[src/rtl/owr_pkg.sv]
package owr_pkg;

  localparam int unsigned STD_LOW_FLOOR_US  = 480;
  localparam int unsigned OVD_LOW_FLOOR_US  = 48;
  localparam int unsigned OVD_LOW_CEIL_US   = 80;
  localparam int unsigned LOW_RISE_LIMIT_US = 960;

  typedef enum logic [1:0] {
    ST_IDLE    = 2'd0,
    ST_LOW     = 2'd1,
    ST_SENSE   = 2'd2,
    ST_RECOVER = 2'd3
  } seq_state_e;

  // floor wins when the window is empty
  function automatic int unsigned clamp_u(int unsigned v, int unsigned lo, int unsigned hi);
    int unsigned t;
    t = (v > hi) ? hi : v;
    return (t < lo) ? lo : t;
  endfunction

endpackage

[src/rtl/owr_half_us_strobe.sv]
module owr_half_us_strobe #(
  parameter int unsigned HALF_CLKS = 2
) (
  input  logic clk_i,
  input  logic rst_ni,
  input  logic clr_i,
  output logic strobe_o
);
  localparam int unsigned PW = (HALF_CLKS > 1) ? $clog2(HALF_CLKS) : 1;
  localparam logic [PW-1:0] LAST = PW'(HALF_CLKS - 1);

  logic [PW-1:0] cnt_q;

  assign strobe_o = (cnt_q == LAST);

  always_ff @(posedge clk_i or negedge rst_ni) begin
    if (!rst_ni)       cnt_q <= '0;
    else if (clr_i)    cnt_q <= '0;
    else if (strobe_o) cnt_q <= '0;
    else               cnt_q <= cnt_q + PW'(1);
  end
endmodule

[src/rtl/owr_phase_timer.sv]
module owr_phase_timer #(
  parameter int unsigned HALF_CLKS = 2,
  parameter int unsigned TW        = 12
) (
  input  logic          clk_i,
  input  logic          rst_ni,
  input  logic          clr_i,
  input  logic [TW-1:0] target_i,
  output logic          end_o
);
  logic          strobe;
  logic [TW-1:0] half_q;

  generate
    if (HALF_CLKS <= 1) begin : g_direct
      assign strobe = 1'b1;
    end else begin : g_prescale
      owr_half_us_strobe #(.HALF_CLKS(HALF_CLKS)) u_pre (
        .clk_i    (clk_i),
        .rst_ni   (rst_ni),
        .clr_i    (clr_i),
        .strobe_o (strobe)
      );
    end
  endgenerate

  assign end_o = strobe && (half_q == target_i - TW'(1));

  always_ff @(posedge clk_i or negedge rst_ni) begin
    if (!rst_ni)     half_q <= '0;
    else if (clr_i)  half_q <= '0;
    else if (strobe) half_q <= half_q + TW'(1);
  end
endmodule

[src/rtl/owr_seq_ctrl.sv]
module owr_seq_ctrl
  import owr_pkg::*;
#(
  parameter int unsigned TW            = 12,
  parameter int unsigned STD_LOW_H     = 960,
  parameter int unsigned STD_SENSE_H   = 140,
  parameter int unsigned STD_RECOVER_H = 820,
  parameter int unsigned OVD_LOW_H     = 128,
  parameter int unsigned OVD_SENSE_H   = 17,
  parameter int unsigned OVD_RECOVER_H = 79
) (
  input  logic          clk_i,
  input  logic          rst_ni,
  input  logic          start_i,
  input  logic          ovd_i,
  input  logic          line_i,
  input  logic          phase_end_i,
  output logic          phase_clr_o,
  output logic [TW-1:0] target_o,
  output logic          pull_o,
  output logic          busy_o,
  output logic          done_o,
  output logic          presence_o
);
  seq_state_e state_q, state_d;
  logic       ovd_q, done_q, pres_q;
  logic       accept, leave;

  assign accept      = (state_q == ST_IDLE) && start_i;
  assign leave       = (state_q != ST_IDLE) && phase_end_i;
  assign phase_clr_o = accept || leave;

  always_comb begin
    state_d = state_q;
    unique case (state_q)
      ST_IDLE:    if (accept) state_d = ST_LOW;
      ST_LOW:     if (leave)  state_d = ST_SENSE;
      ST_SENSE:   if (leave)  state_d = ST_RECOVER;
      ST_RECOVER: if (leave)  state_d = ST_IDLE;
      default:                state_d = ST_IDLE;
    endcase
  end

  always_comb begin
    unique case (state_q)
      ST_LOW:     target_o = ovd_q ? TW'(OVD_LOW_H)     : TW'(STD_LOW_H);
      ST_SENSE:   target_o = ovd_q ? TW'(OVD_SENSE_H)   : TW'(STD_SENSE_H);
      ST_RECOVER: target_o = ovd_q ? TW'(OVD_RECOVER_H) : TW'(STD_RECOVER_H);
      default:    target_o = '0;
    endcase
  end

  always_ff @(posedge clk_i or negedge rst_ni) begin
    if (!rst_ni) begin
      state_q <= ST_IDLE;
      ovd_q   <= 1'b0;
      done_q  <= 1'b0;
      pres_q  <= 1'b0;
    end else begin
      state_q <= state_d;
      done_q  <= (state_q == ST_RECOVER) && phase_end_i;
      if (accept) ovd_q <= ovd_i;
      if (accept)                                  pres_q <= 1'b0;
      else if ((state_q == ST_SENSE) && phase_end_i) pres_q <= ~line_i;
    end
  end

  assign pull_o     = (state_q == ST_LOW);
  assign busy_o     = (state_q != ST_IDLE);
  assign done_o     = done_q;
  assign presence_o = pres_q;
endmodule

[src/rtl/owr_reset_seq.sv]
module owr_reset_seq
  import owr_pkg::*;
#(
  parameter int unsigned TICKS_PER_US     = 4,
  parameter int unsigned STD_LOW_US       = 480,
  parameter int unsigned OVD_LOW_US       = 64,
  parameter int unsigned RISE_US          = 20,
  parameter int unsigned STD_REL_US       = 480,
  parameter int unsigned OVD_REL_US       = 48,
  parameter int unsigned STD_SENSE_HALFUS = 140,
  parameter int unsigned OVD_SENSE_HALFUS = 17
) (
  input  logic clk_i,
  input  logic rst_ni,
  input  logic start_i,
  input  logic ovd_i,
  input  logic line_i,
  output logic pull_o,
  output logic busy_o,
  output logic done_o,
  output logic presence_o
);
  localparam int unsigned HALF_CLKS  = (TICKS_PER_US >= 2) ? TICKS_PER_US / 2 : 1;
  localparam int unsigned STD_LOW_EF =
      clamp_u(STD_LOW_US, STD_LOW_FLOOR_US, LOW_RISE_LIMIT_US - 1 - RISE_US);
  localparam int unsigned OVD_LOW_EF =
      clamp_u(OVD_LOW_US, OVD_LOW_FLOOR_US, OVD_LOW_CEIL_US);
  localparam int unsigned STD_LOW_H  = 2 * STD_LOW_EF;
  localparam int unsigned OVD_LOW_H  = 2 * OVD_LOW_EF;
  localparam int unsigned STD_REC_H  = 2 * STD_REL_US - STD_SENSE_HALFUS;
  localparam int unsigned OVD_REC_H  = 2 * OVD_REL_US - OVD_SENSE_HALFUS;
  localparam int unsigned MAX_H      = 2 * (LOW_RISE_LIMIT_US + STD_REL_US + OVD_REL_US);
  localparam int unsigned TW         = $clog2(MAX_H + 1);

  logic          phase_clr, phase_end;
  logic [TW-1:0] target;

  owr_phase_timer #(.HALF_CLKS(HALF_CLKS), .TW(TW)) u_timer (
    .clk_i    (clk_i),
    .rst_ni   (rst_ni),
    .clr_i    (phase_clr),
    .target_i (target),
    .end_o    (phase_end)
  );

  owr_seq_ctrl #(
    .TW            (TW),
    .STD_LOW_H     (STD_LOW_H),
    .STD_SENSE_H   (STD_SENSE_HALFUS),
    .STD_RECOVER_H (STD_REC_H),
    .OVD_LOW_H     (OVD_LOW_H),
    .OVD_SENSE_H   (OVD_SENSE_HALFUS),
    .OVD_RECOVER_H (OVD_REC_H)
  ) u_ctrl (
    .clk_i       (clk_i),
    .rst_ni      (rst_ni),
    .start_i     (start_i),
    .ovd_i       (ovd_i),
    .line_i      (line_i),
    .phase_end_i (phase_end),
    .phase_clr_o (phase_clr),
    .target_o    (target),
    .pull_o      (pull_o),
    .busy_o      (busy_o),
    .done_o      (done_o),
    .presence_o  (presence_o)
  );
endmodule

[config.mk]
export PLATFORM = sky130hd
export DESIGN_NAME = owr_reset_seq
export DESIGN_NICKNAME = d
export VERILOG_FILES = /design/src/rtl/owr_pkg.sv /design/src/rtl/owr_half_us_strobe.sv /design/src/rtl/owr_phase_timer.sv /design/src/rtl/owr_seq_ctrl.sv /design/src/rtl/owr_reset_seq.sv
export SDC_FILE = /design/constraint.sdc
export NUM_CORES = 1
export LEC_CHECK = 0
export BUFFER_PORTS_ARGS = -buffer_cell sky130_fd_sc_hd__buf_2
export CAP_MARGIN = 0
export CORE_ASPECT_RATIO = 0.8
export CORE_MARGIN = 1.5
export CORE_UTILIZATION = 35
export CTS_BUF_LIST = sky130_fd_sc_hd__clkbuf_16
export DETAILED_ROUTE_END_ITERATION = 8
export PLACE_DENSITY = 0.62
export SYNTH_ARGS = -nofsm -noshare
export SYNTH_HDL_FRONTEND = slang
export SYNTH_HIERARCHICAL = 1
export SYNTH_SLANG_ARGS = --single-unit
[constraint.sdc]
create_clock -name clk_i -period 6.1 [get_ports clk_i]
set_input_delay 0.61 -clock clk_i [delete_from_list [all_inputs] [get_ports clk_i]]
set_output_delay 0.61 -clock clk_i [all_outputs]
set_load 0.005 [all_outputs]
# ---- Word-level counts from Yosys, hierarchy flattened
# Index checks and enable logic that the tools add are counted.
dict set report word_totals {
  ff_bits 18
  in_bits 5
  output_inout_bits 4
  elab_cells 44
}
dict set report op_classes {
  addsub 3
  n_eq_ne 8
  muxes 15
  bitwise 1
  reduce_logical 11
}
# operator n
set ops {}
lappend ops {{one-hot mux 12 bit (3 select lines)} 1}
lappend ops {{two-way mux 12 bit} 2}
lappend ops {{two-way mux 10 bit} 2}
lappend ops {{adder 12 x 1 -> 12 bit (second input constant)} 1}
lappend ops {{== test 12 bit} 1}
lappend ops {{subtractor 12 x 1 -> 12 bit (second input constant)} 1}
lappend ops {{two-way mux 2 bit} 4}
lappend ops {{two-way mux 8 bit} 1}
lappend ops {{!= test 2 x 1 -> 1 bit (second input constant)} 4}
lappend ops {{one-hot mux 2 bit (4 select lines)} 1}
lappend ops {{nonzero test 2 bit} 3}
lappend ops {{logical AND 1 bit} 5}
lappend ops {{== test 2 bit (second input constant)} 2}
lappend ops {{two-way mux 1 bit} 4}
lappend ops {{AND reduction 4 bit} 1}
lappend ops {{== test 2 x 1 -> 1 bit (second input constant)} 1}
lappend ops {{logical NOT 2 bit} 1}
lappend ops {{adder 1 bit (second input constant)} 1}
lappend ops {{logical OR 1 bit} 1}
lappend ops {{inverter 1 bit} 1}

# ---- Longest topological paths before layout
# Gate-level depths: netlist of run 1.
dict set report logic_depth {
  depth_word 8
  ltp_mapped 18
}

# ---- Hierarchy
# Netlist of run 1, hierarchy kept.
# mod instances cells_each area_each_um2 seq_area_each_um2
set modules_own_cells {}
lappend modules_own_cells {owr_phase_timer 1 101 920.9 300.3}
lappend modules_own_cells {owr_seq_ctrl 1 49 416.6 125.1}
lappend modules_own_cells {owr_half_us_strobe 1 2 28.8 25.0}

# ---- Worst setup path before layout of run 1
# No wires, ideal clock.
dict set report synth_timing {
  path_type {register to register}
  startpoint {reg u_ctrl.state_q[0]}
  endpoint {reg u_timer.half_q[11]}
  setup_ps 78
  arrival_ps 3924
  setup_slack_ps 2097
  stages_incl_launch_ff 18
  cell_sequence {dfrtp_1 inv_1 ha_1 inv_1 o211a_1 inv_1 ha_1 or3b_2 nor4_1 xnor2_1 nand3_1 a2111oi_2 inv_1 o21ai_0 o21a_1 nand4_1 or3_1 a21oi_1}
}
# item line_no
set synth_rtl {}
lappend synth_rtl {{start, declared} owr_seq_ctrl.sv:25} ;# seq_state_e state_q, state_d;
lappend synth_rtl {{start signal, assigned} owr_seq_ctrl.sv:60} ;# state_q <= state_d;
lappend synth_rtl {{nonzero test 2 bit (*)} -}
lappend synth_rtl {{net busy_o} owr_reset_seq.sv:19} ;# output logic busy_o,
lappend synth_rtl {{logical AND 1 bit (*)} owr_seq_ctrl.sv:30} ;# assign leave = (state_q != ST_IDLE) && phase_end_i;
lappend synth_rtl {{logical OR 1 bit (*)} owr_seq_ctrl.sv:31} ;# assign phase_clr_o = accept || leave;
lappend synth_rtl {{net phase_clr} owr_reset_seq.sv:35} ;# logic phase_clr, phase_end;
lappend synth_rtl {{two-way mux 12 bit or nonzero test 2 bit (tied branches)} -}
lappend synth_rtl {{end signal, assigned} owr_phase_timer.sv:32} ;# else if (strobe) half_q <= half_q + TW'(1);
lappend synth_rtl {{end, declared} owr_phase_timer.sv:12} ;# logic [TW-1:0] half_q;
# The timed path passes the listed nets; every way through them passes the cells marked *.
# A chain may end at the register's enable or synchronous reset.

# ---- Worst setup path after layout of run 1
dict set report layout_timing {
  startpoint {reg u_ctrl.state_q[0]}
  endpoint {reg u_timer.half_q[11]}
}
dict set report layout_via {
  elab_chain_len 8
}
# item line_no
set layout_rtl {}
lappend layout_rtl {{== test 2 bit or == test 2 x 1 -> 1 bit (tied branches)} owr_seq_ctrl.sv:45} ;# unique case (state_q)
lappend layout_rtl {{one-hot mux 12 bit (3 select lines) (*)} owr_seq_ctrl.sv:45}
lappend layout_rtl {{net target[0]} owr_reset_seq.sv:36} ;# logic [TW-1:0] target;
lappend layout_rtl {{subtractor 12 x 1 -> 12 bit (*)} owr_phase_timer.sv:27} ;# assign end_o = strobe && (half_q == target_i - TW'(1));
lappend layout_rtl {{== test 12 bit (*)} owr_phase_timer.sv:27}
lappend layout_rtl {{logical AND 1 bit (*)} owr_phase_timer.sv:27}
lappend layout_rtl {{net phase_end} owr_reset_seq.sv:35}
lappend layout_rtl {{logical AND 1 bit (*)} owr_seq_ctrl.sv:30}
lappend layout_rtl {{logical OR 1 bit (*)} owr_seq_ctrl.sv:31}
lappend layout_rtl {{net phase_clr} owr_reset_seq.sv:35}
lappend layout_rtl {{two-way mux 12 bit or nonzero test 2 bit (tied branches)} -}
# Marked as above.

==> results.toml, run 1 <==
[outcome]
outcome = "finished clean"

[floorplan]
die_h_um = 58.89
fp.dieArea_um2 = 4290
fp.dieW_um = 72.86
start_util = 0.3616
rows = 20
io-pin-count = 9
core_area_um2 = 3779

[synth]
synthArstFlopShare = 1.000
yosys.area_share.simple = 0.2335
synthMuxAreaShare = 0.04670
synthXorXnorAreaFrac = 0.1667
synth_edf_count = 0
synthAdderAreaFrac = 0.06410
synth_top_family_by_area = "simple AND/OR/NAND/NOR gates"
yosys_warnings = 6
ys_ff_latch = 18
synth_area_um2 = 1366
synth_cell_type_count = 41
syn_inst = 152
seq_area_frac_synth = 0.3297
syn_area_per_cell_um2 = 8.989
synth-compound-area-share = 0.1145
synthFlopType = "dfrtp_1"

[timing]
hold_violations = 0
drv_slew = 0
rsz0062_at_grt = "false"
finalCritPeriodShare = 0.7391
finalSetupViolCount = 0
period_needed_ns = 4.508
setup_tns_ns = 0
maxSlewHeadroom = 0.6141
worst_pin_slew_ns = 0.5778
max_freq_ghz = 0.2218
clock_skew_ns = 0.001306

[clocking]
ctsHoldBuffers = 0
cts_buffer_depth = 2
htree_levels = 1
post_cts_buffers = 0
clock_sinks = 18
insertion_delay_ns = 0.24
cts_buffers = 3
clk_pin_slew_ns = 0.05
post_cts_resized = 0
cts-root-buf = "clkbuf_16"
cts_tree = "built"

[cells_and_area]
diodes = 0
mostFrequentLayoutCells = "nor2_1, dfrtp_1, xnor2_1, xor2_1"
seq_area_um2 = 450.4
final_common_cell = "nor2_1"
final_nets = 173
multiInputGateArea_um2 = 862.1
drive_above_1_share = 0.1375
area_growth_pct = 12.00
n_fill_cell = 374

[power]
total_power_mw = 0.2531
peakVddDrop_mv = 0.1509
total_leakage_power_nw = 0.6949
p_per_area_nw_per_um2 = 165.4

[global_route]
antenna_found_initial = 0
grt_pass1_wl_mm = 4.533
grt_pass1_vias = 1004
overflow = 0
grt_start_max_net_pins = 19
track_usage = 0.1368

[setup_path]
crit_path_end_kind = "flip-flop"
worstSetupPathType = "reg -> reg"
r2r_slack_ns = 1.59
cp_num_cells = 18
r2r_cells = 18
critical_path.max_fanout = 15
critPathTopFamily = "simple AND/OR/NAND/NOR gates"
worstPathArrival_ns = 4.68
cp_data_required_time_ns = 6.27
crit_chain = "inv_1 > ha_1 > inv_1 > o211a_1 > inv_1 > ha_1 > or3b_2 > nor4_1 > xnor2_1 > nand3_1 > a2111oi_2 > inv_1 > o21ai_0 > buf_4 > o21a_1 > nand4_1 > or3_1 > a21oi_1"
critPathSlowestCell = "a2111oi_2"
crit_top_cell = "inv_1"
worstSetupStartpointType = "flip-flop"
cpPeakStageDelay_ns = 0.54
critical_path_buf_inv_count = 5

[flow_run]
maxCapViolations = 0

[routing]
drc = 0
dr.pass1.iters = 4
vias_per_cell = 4.856
postRouteAntennaNets = 0
wl_per_cell_um = 12.39
drt-total-wl_mm = 2.663
drt-initial-drc-count = 62
dr_total_vias = 1044

[placed_design]
place_congestion = 0.9347
io_buffers = 8
place_hpwl_mm = 2.092

[hold_path]
hp-class = "in -> async"
==> sequential cells by signal, summed over array words and instances (netlist names) <==
| name | flops |
|---|---|
| u_ctrl/done_o | 1 |
| u_ctrl/ovd_q | 1 |
| u_ctrl/presence_o | 1 |
| u_ctrl/state_q | 2 |
| u_timer/g_prescale.u_pre/strobe_o | 1 |
| u_timer/half_q | 12 |
==> synthesized netlist by cell type (2+ instances only) <==
library cell | n | area (µm²)
xnor2_1 | 13 | 113.9
nor2_1 | 20 | 75.07
nor2_2 | 2 | 12.51
nand3_1 | 5 | 25.02
or3_1 | 2 | 12.51
buf_4 | 3 | 22.52
nor2b_1 | 5 | 31.28
ha_1 | 7 | 87.58
nand2_1 | 8 | 30.03
or4_4 | 2 | 22.52
clkbuf_1 | 2 | 7.510
inv_1 | 6 | 22.52
nor4_1 | 2 | 12.51
xor2_1 | 13 | 113.9
a21oi_1 | 7 | 35.03
mux2_2 | 2 | 22.52
o21ai_0 | 5 | 25.02
and2_1 | 2 | 12.51
and3_1 | 4 | 25.02
o2111ai_1 | 2 | 17.52
dfrtp_1 | 18 | 450.4
mux2i_1 | 3 | 30.03
==> where the power goes <==
part           internal (mW)  total [mW]  switching, mW  leakage, nW
sequential             0.120       0.120              0        0.237
clock                 0.0870       0.128         0.0410       0.0385
combinational        0.00172     0.00552        0.00380        0.420
==> metal layers <==
layer	routed length (µm)	vias to the layer above	part of all wire	GRT usage
met1	1389	497	0.52	0.1904
met4	34	0	0.013	0.05660
met2	1204	7	0.45	0.2176
li1	-	538	-	-
met5	0	-	0	0
met3	35	2	0.013	0.01541
==> through the flow <==
step	std cells	util	hold slack (ns)	setup slack [ns]	instance area, µm²
2_1_floorplan	153	-	0.3144	2.097	1370
3_3_place_gp	211	0.3841	0.5238	1.729	1451
3_5_place_dp	211	0.3841	0.5484	1.643	1451
4_1_cts	215	0.4050	0.2982	1.591	1530
5_1_grt	215	0.4050	0.3083	1.183	1530
6_report	215	0.4050	0.2851	1.592	1530
==> path summary, 6_finish.rpt <==
kind,end,startpoint
setup / recovery,u_timer/half_q[11],u_ctrl/state_q[0]
hold / removal,u_ctrl/done_o,rst_ni
setup reg to reg,u_timer/half_q[11],u_ctrl/state_q[0]
hold reg to reg,u_ctrl/presence_o,u_ctrl/presence_o
max in group asynchronous,u_ctrl/state_q[0],rst_ni
min in group clk_i,u_ctrl/presence_o,u_ctrl/presence_o
==> area by class of cell <==
cell class,count,area share
clock buffers,3,0.04906
clock inverters,1,0.002453
inverters,6,0.01472
multi-input cells,123,0.5634
flip-flops and latches,18,0.2944
well taps,55,0.04497
repair buffers,9,0.03107
==> cell families after synthesis <==
group                    count (synthesis)
AO/OA/AOI/OAI                           22
buffers and inverters                   12
XOR/XNOR                                26
multiplexers                             6
other                                    1
adder cells (fa/ha/maj)                  7
AND/OR/NAND/NOR                         60
flip-flops                              18
Note: power is estimated with default switching activity, not from simulation.
==> inputs of run 2 (changes only) <==
--- a/config.mk
+++ b/config.mk
@@ -5,6 +5,7 @@
 export SDC_FILE = /design/constraint.sdc
 export NUM_CORES = 1
 export LEC_CHECK = 0
+export ABC_AREA = 1
 export BUFFER_PORTS_ARGS = -buffer_cell sky130_fd_sc_hd__buf_2
 export CAP_MARGIN = 0
 export CORE_ASPECT_RATIO = 0.8
==> constraint.sdc (replaced) <==
create_clock -name clk_i -period 4.5 [get_ports clk_i]
set_input_delay 0.45 -clock clk_i [delete_from_list [all_inputs] [get_ports clk_i]]
set_output_delay 0.45 -clock clk_i [all_outputs]
set_load 0.005 [all_outputs]
==> run 2 against run 1 <==
Maximum frequency is 19% higher. Register-to-register slack worse by 0.89 ns. Global-route usage grew 2.0 points. Non-clock buffer count decreased by 1. Highest routed layer unchanged. Clock skew about the same. Clock power rose by 38%. Critical path depth is 6 higher.
==> results.toml, run 2 <==
[clocking]
cts_buffer_depth = 2
htree_levels = 1
cts_buffers = 3
ctsHoldBuffers = 0
clk_pin_slew_ns = 0.05
cts-root-buf = "clkbuf_16"
post_cts_resized = 0
post_cts_buffers = 0
insertion_delay_ns = 0.25
clock_sinks = 18
cts_tree = "built"

[setup_path]
cp_data_required_time_ns = 4.63
critPathSlowestCell = "dfrtp_1"
worstSetupStartpointType = "flip-flop"
critical_path.max_fanout = 9
r2r_slack_ns = 0.70
worstPathArrival_ns = 3.93
crit_top_cell = "nand2_1"
crit_chain = "inv_1 > ha_1 > nand2_1 > a21oi_1 > inv_1 > ha_1 > nand2_1 > nand2_1 > nor2_1 > nand2_1 > nor2_1 > nand3_1 > nor2_1 > nand3_1 > nor2_1 > nand2_2 > nand2_1 > nor2_4 > nor2_2 > nand2_1 > inv_2 > nand3b_4 > nor3_1 > nor2_1"
cpPeakStageDelay_ns = 0.44
r2r_cells = 24
crit_path_end_kind = "flip-flop"
worstSetupPathType = "reg -> reg"

[timing]
rsz0062_at_grt = "false"
clock_skew_ns = 0.001137
period_needed_ns = 3.800
finalSetupViolCount = 0
maxSlewHeadroom = 0.5939
hold_violations = 0
max_freq_ghz = 0.2632
drv_slew = 0
finalCritPeriodShare = 0.8445
worst_pin_slew_ns = 0.6027
setup_tns_ns = 0

[power]
pwr-share-comb = 0.621
total_leakage_power_nw = 0.9452
total_power_mw = 1.111
pwr-share-clk = 0.158
p_switching_mw = 0.5574
p_per_area_nw_per_um2 = 657.8
switching_share = 0.5017
power_frac_seq = 0.221
peakVddDrop_mv = 0.2065
intPower_mw = 0.5536

[cells_and_area]
n_fill_cell = 470
diodes = 0
final_nets = 260
largest_register_ffs = 12
drive_above_1_share = 0.1053
mostFrequentLayoutCells = "nand2_1, inv_1, nor2_1, nand3_1, dfrtp_1"
reg.largest.list = "u_timer/half_q x12, u_ctrl/state_q x2"
area_growth_pct = 10.75
final_common_cell = "nand2_1"
largest_register = "u_timer/half_q"

[floorplan]
io-pin-count = 9
fp.dieArea_um2 = 4765
fp.dieW_um = 76.81
die_h_um = 62.05
core_area_um2 = 4178
rows = 21
start_util = 0.3651

[routing]
dr.pass1.iters = 4
wl_per_cell_um = 11.00
drt-initial-drc-count = 78
vias_per_cell = 4.566
drt-total-wl_mm = 3.343
dr_total_vias = 1388
drc = 0
postRouteAntennaNets = 0

[synth]
synthArstFlopShare = 1.000
seq_area_frac_synth = 0.2953
yosys-top-cells-count = "nand2_1, inv_1, nor2_1, nand3_1, dfrtp_1"
syn_area_per_cell_um2 = 6.408
synth_top_area_frac = 0.2953
synth_top_area_cell = "dfrtp_1"
synthFlopType = "dfrtp_1"
yosysMostFrequentCell = "nand2_1"
ys_ff_latch = 18
syn_inst = 238
synth_edf_count = 0
netlist_top_cells_area = "dfrtp_1, nand2_1, inv_1, nand3_1, nor2_1"
synth_cell_type_count = 27
yosys_warnings = 6
synth_area_um2 = 1525

[global_route]
grt_pass1_vias = 1242
overflow = 0
antenna_found_initial = 0
track_usage = 0.1572
grt_pass1_wl_mm = 5.637
grt_start_max_net_pins = 19

[placed_design]
place_congestion = 0.8350
io_buffers = 8
place_hpwl_mm = 2.702

[hold_path]
hp-class = "in -> async"

[outcome]
outcome = "finished clean"

[flow_run]
maxCapViolations = 0
==> run 2: cell families (layout without fill, tap and decap cells) <==
| group | after synthesis | in the layout | synth area share |
|---|---|---|---|
| other cells | 1 | 2 | 0.002459 |
| flops | 18 | 18 | 0.2953 |
| compound gates | 23 | 23 | 0.08285 |
| fa+ha+maj | 7 | 7 | 0.05742 |
| buf+inv | 43 | 51 | 0.1157 |
| simple gates | 141 | 141 | 0.4176 |
| xor+xnor | 5 | 5 | 0.02872 |
==> run 2: worst paths after layout <==
check | to | from
setup / recovery | u_timer/half_q[11] | u_ctrl/state_q[0]
hold / removal | u_timer/half_q[11] | rst_ni
setup reg to reg | u_timer/half_q[11] | u_ctrl/state_q[0]
hold reg to reg | u_ctrl/presence_o | u_ctrl/presence_o
max in group asynchronous | u_ctrl/state_q[1] | rst_ni
min in group clk_i | u_ctrl/presence_o | line_i
==> run 2: power by group through the flow <==
| stage | registers, mW | logic [mW] | clock network [mW] |
|---|---|---|---|
| global route | 0.252 | 0.797 | 0.190 |
| finish | 0.246 | 0.690 | 0.176 |
| floorplan | 0.234 | 0.562 | 0 |
| CTS | 0.245 | 0.692 | 0.182 |
| detailed placement | 0.248 | 0.688 | 0 |
| global placement | 0.247 | 0.685 | 0 |
==> run 2: metal layers <==
layer / up-vias / GRT usage / part of all wire
li1: 759 / - / -
met1: 611 / 0.2279 / 0.56
met2: 16 / 0.2351 / 0.40
met3: 2 / 0.02628 / 0.035
met4: 0 / 0.06349 / 0.0090
met5: - / 0 / 0
==> run 2: through the flow <==
stage | setup WS [ns] | instance area [µm²] | cells | hold slack [ns] | util
after floorplan | 1.272 | 1529 | 239 | 0.1544 | -
after global placement | 0.8653 | 1610 | 300 | 0.4187 | 0.3854
after detailed placement | 0.7290 | 1610 | 300 | 0.4142 | 0.3854
after CTS | 0.7120 | 1689 | 304 | 0.1492 | 0.4043
after global routing | 0.2344 | 1689 | 304 | 0.1663 | 0.4043
final | 0.6999 | 1689 | 304 | 0.1368 | 0.4043
==> run 2: cell type report <==
cell class                      count  area, µm²  area share
Clock buffer                        3      75.07     0.04444
Clock inverter                      1      3.754    0.002222
Inverter                           39      146.4     0.08667
Multi-Input combinational cell    178      902.1      0.5341
Sequential cell                    18      450.4      0.2667
Tap cell                           57      71.32     0.04222
Timing Repair Buffer                8      40.04     0.02370
==> run 2: critical path, delay by kind of cell (launching register included) <==
family	cells	cell delay, ns
simple gates	18	2.05
fa+ha+maj	2	0.59
flops	1	0.44
buf+inv	3	0.34
compound gates	1	0.24
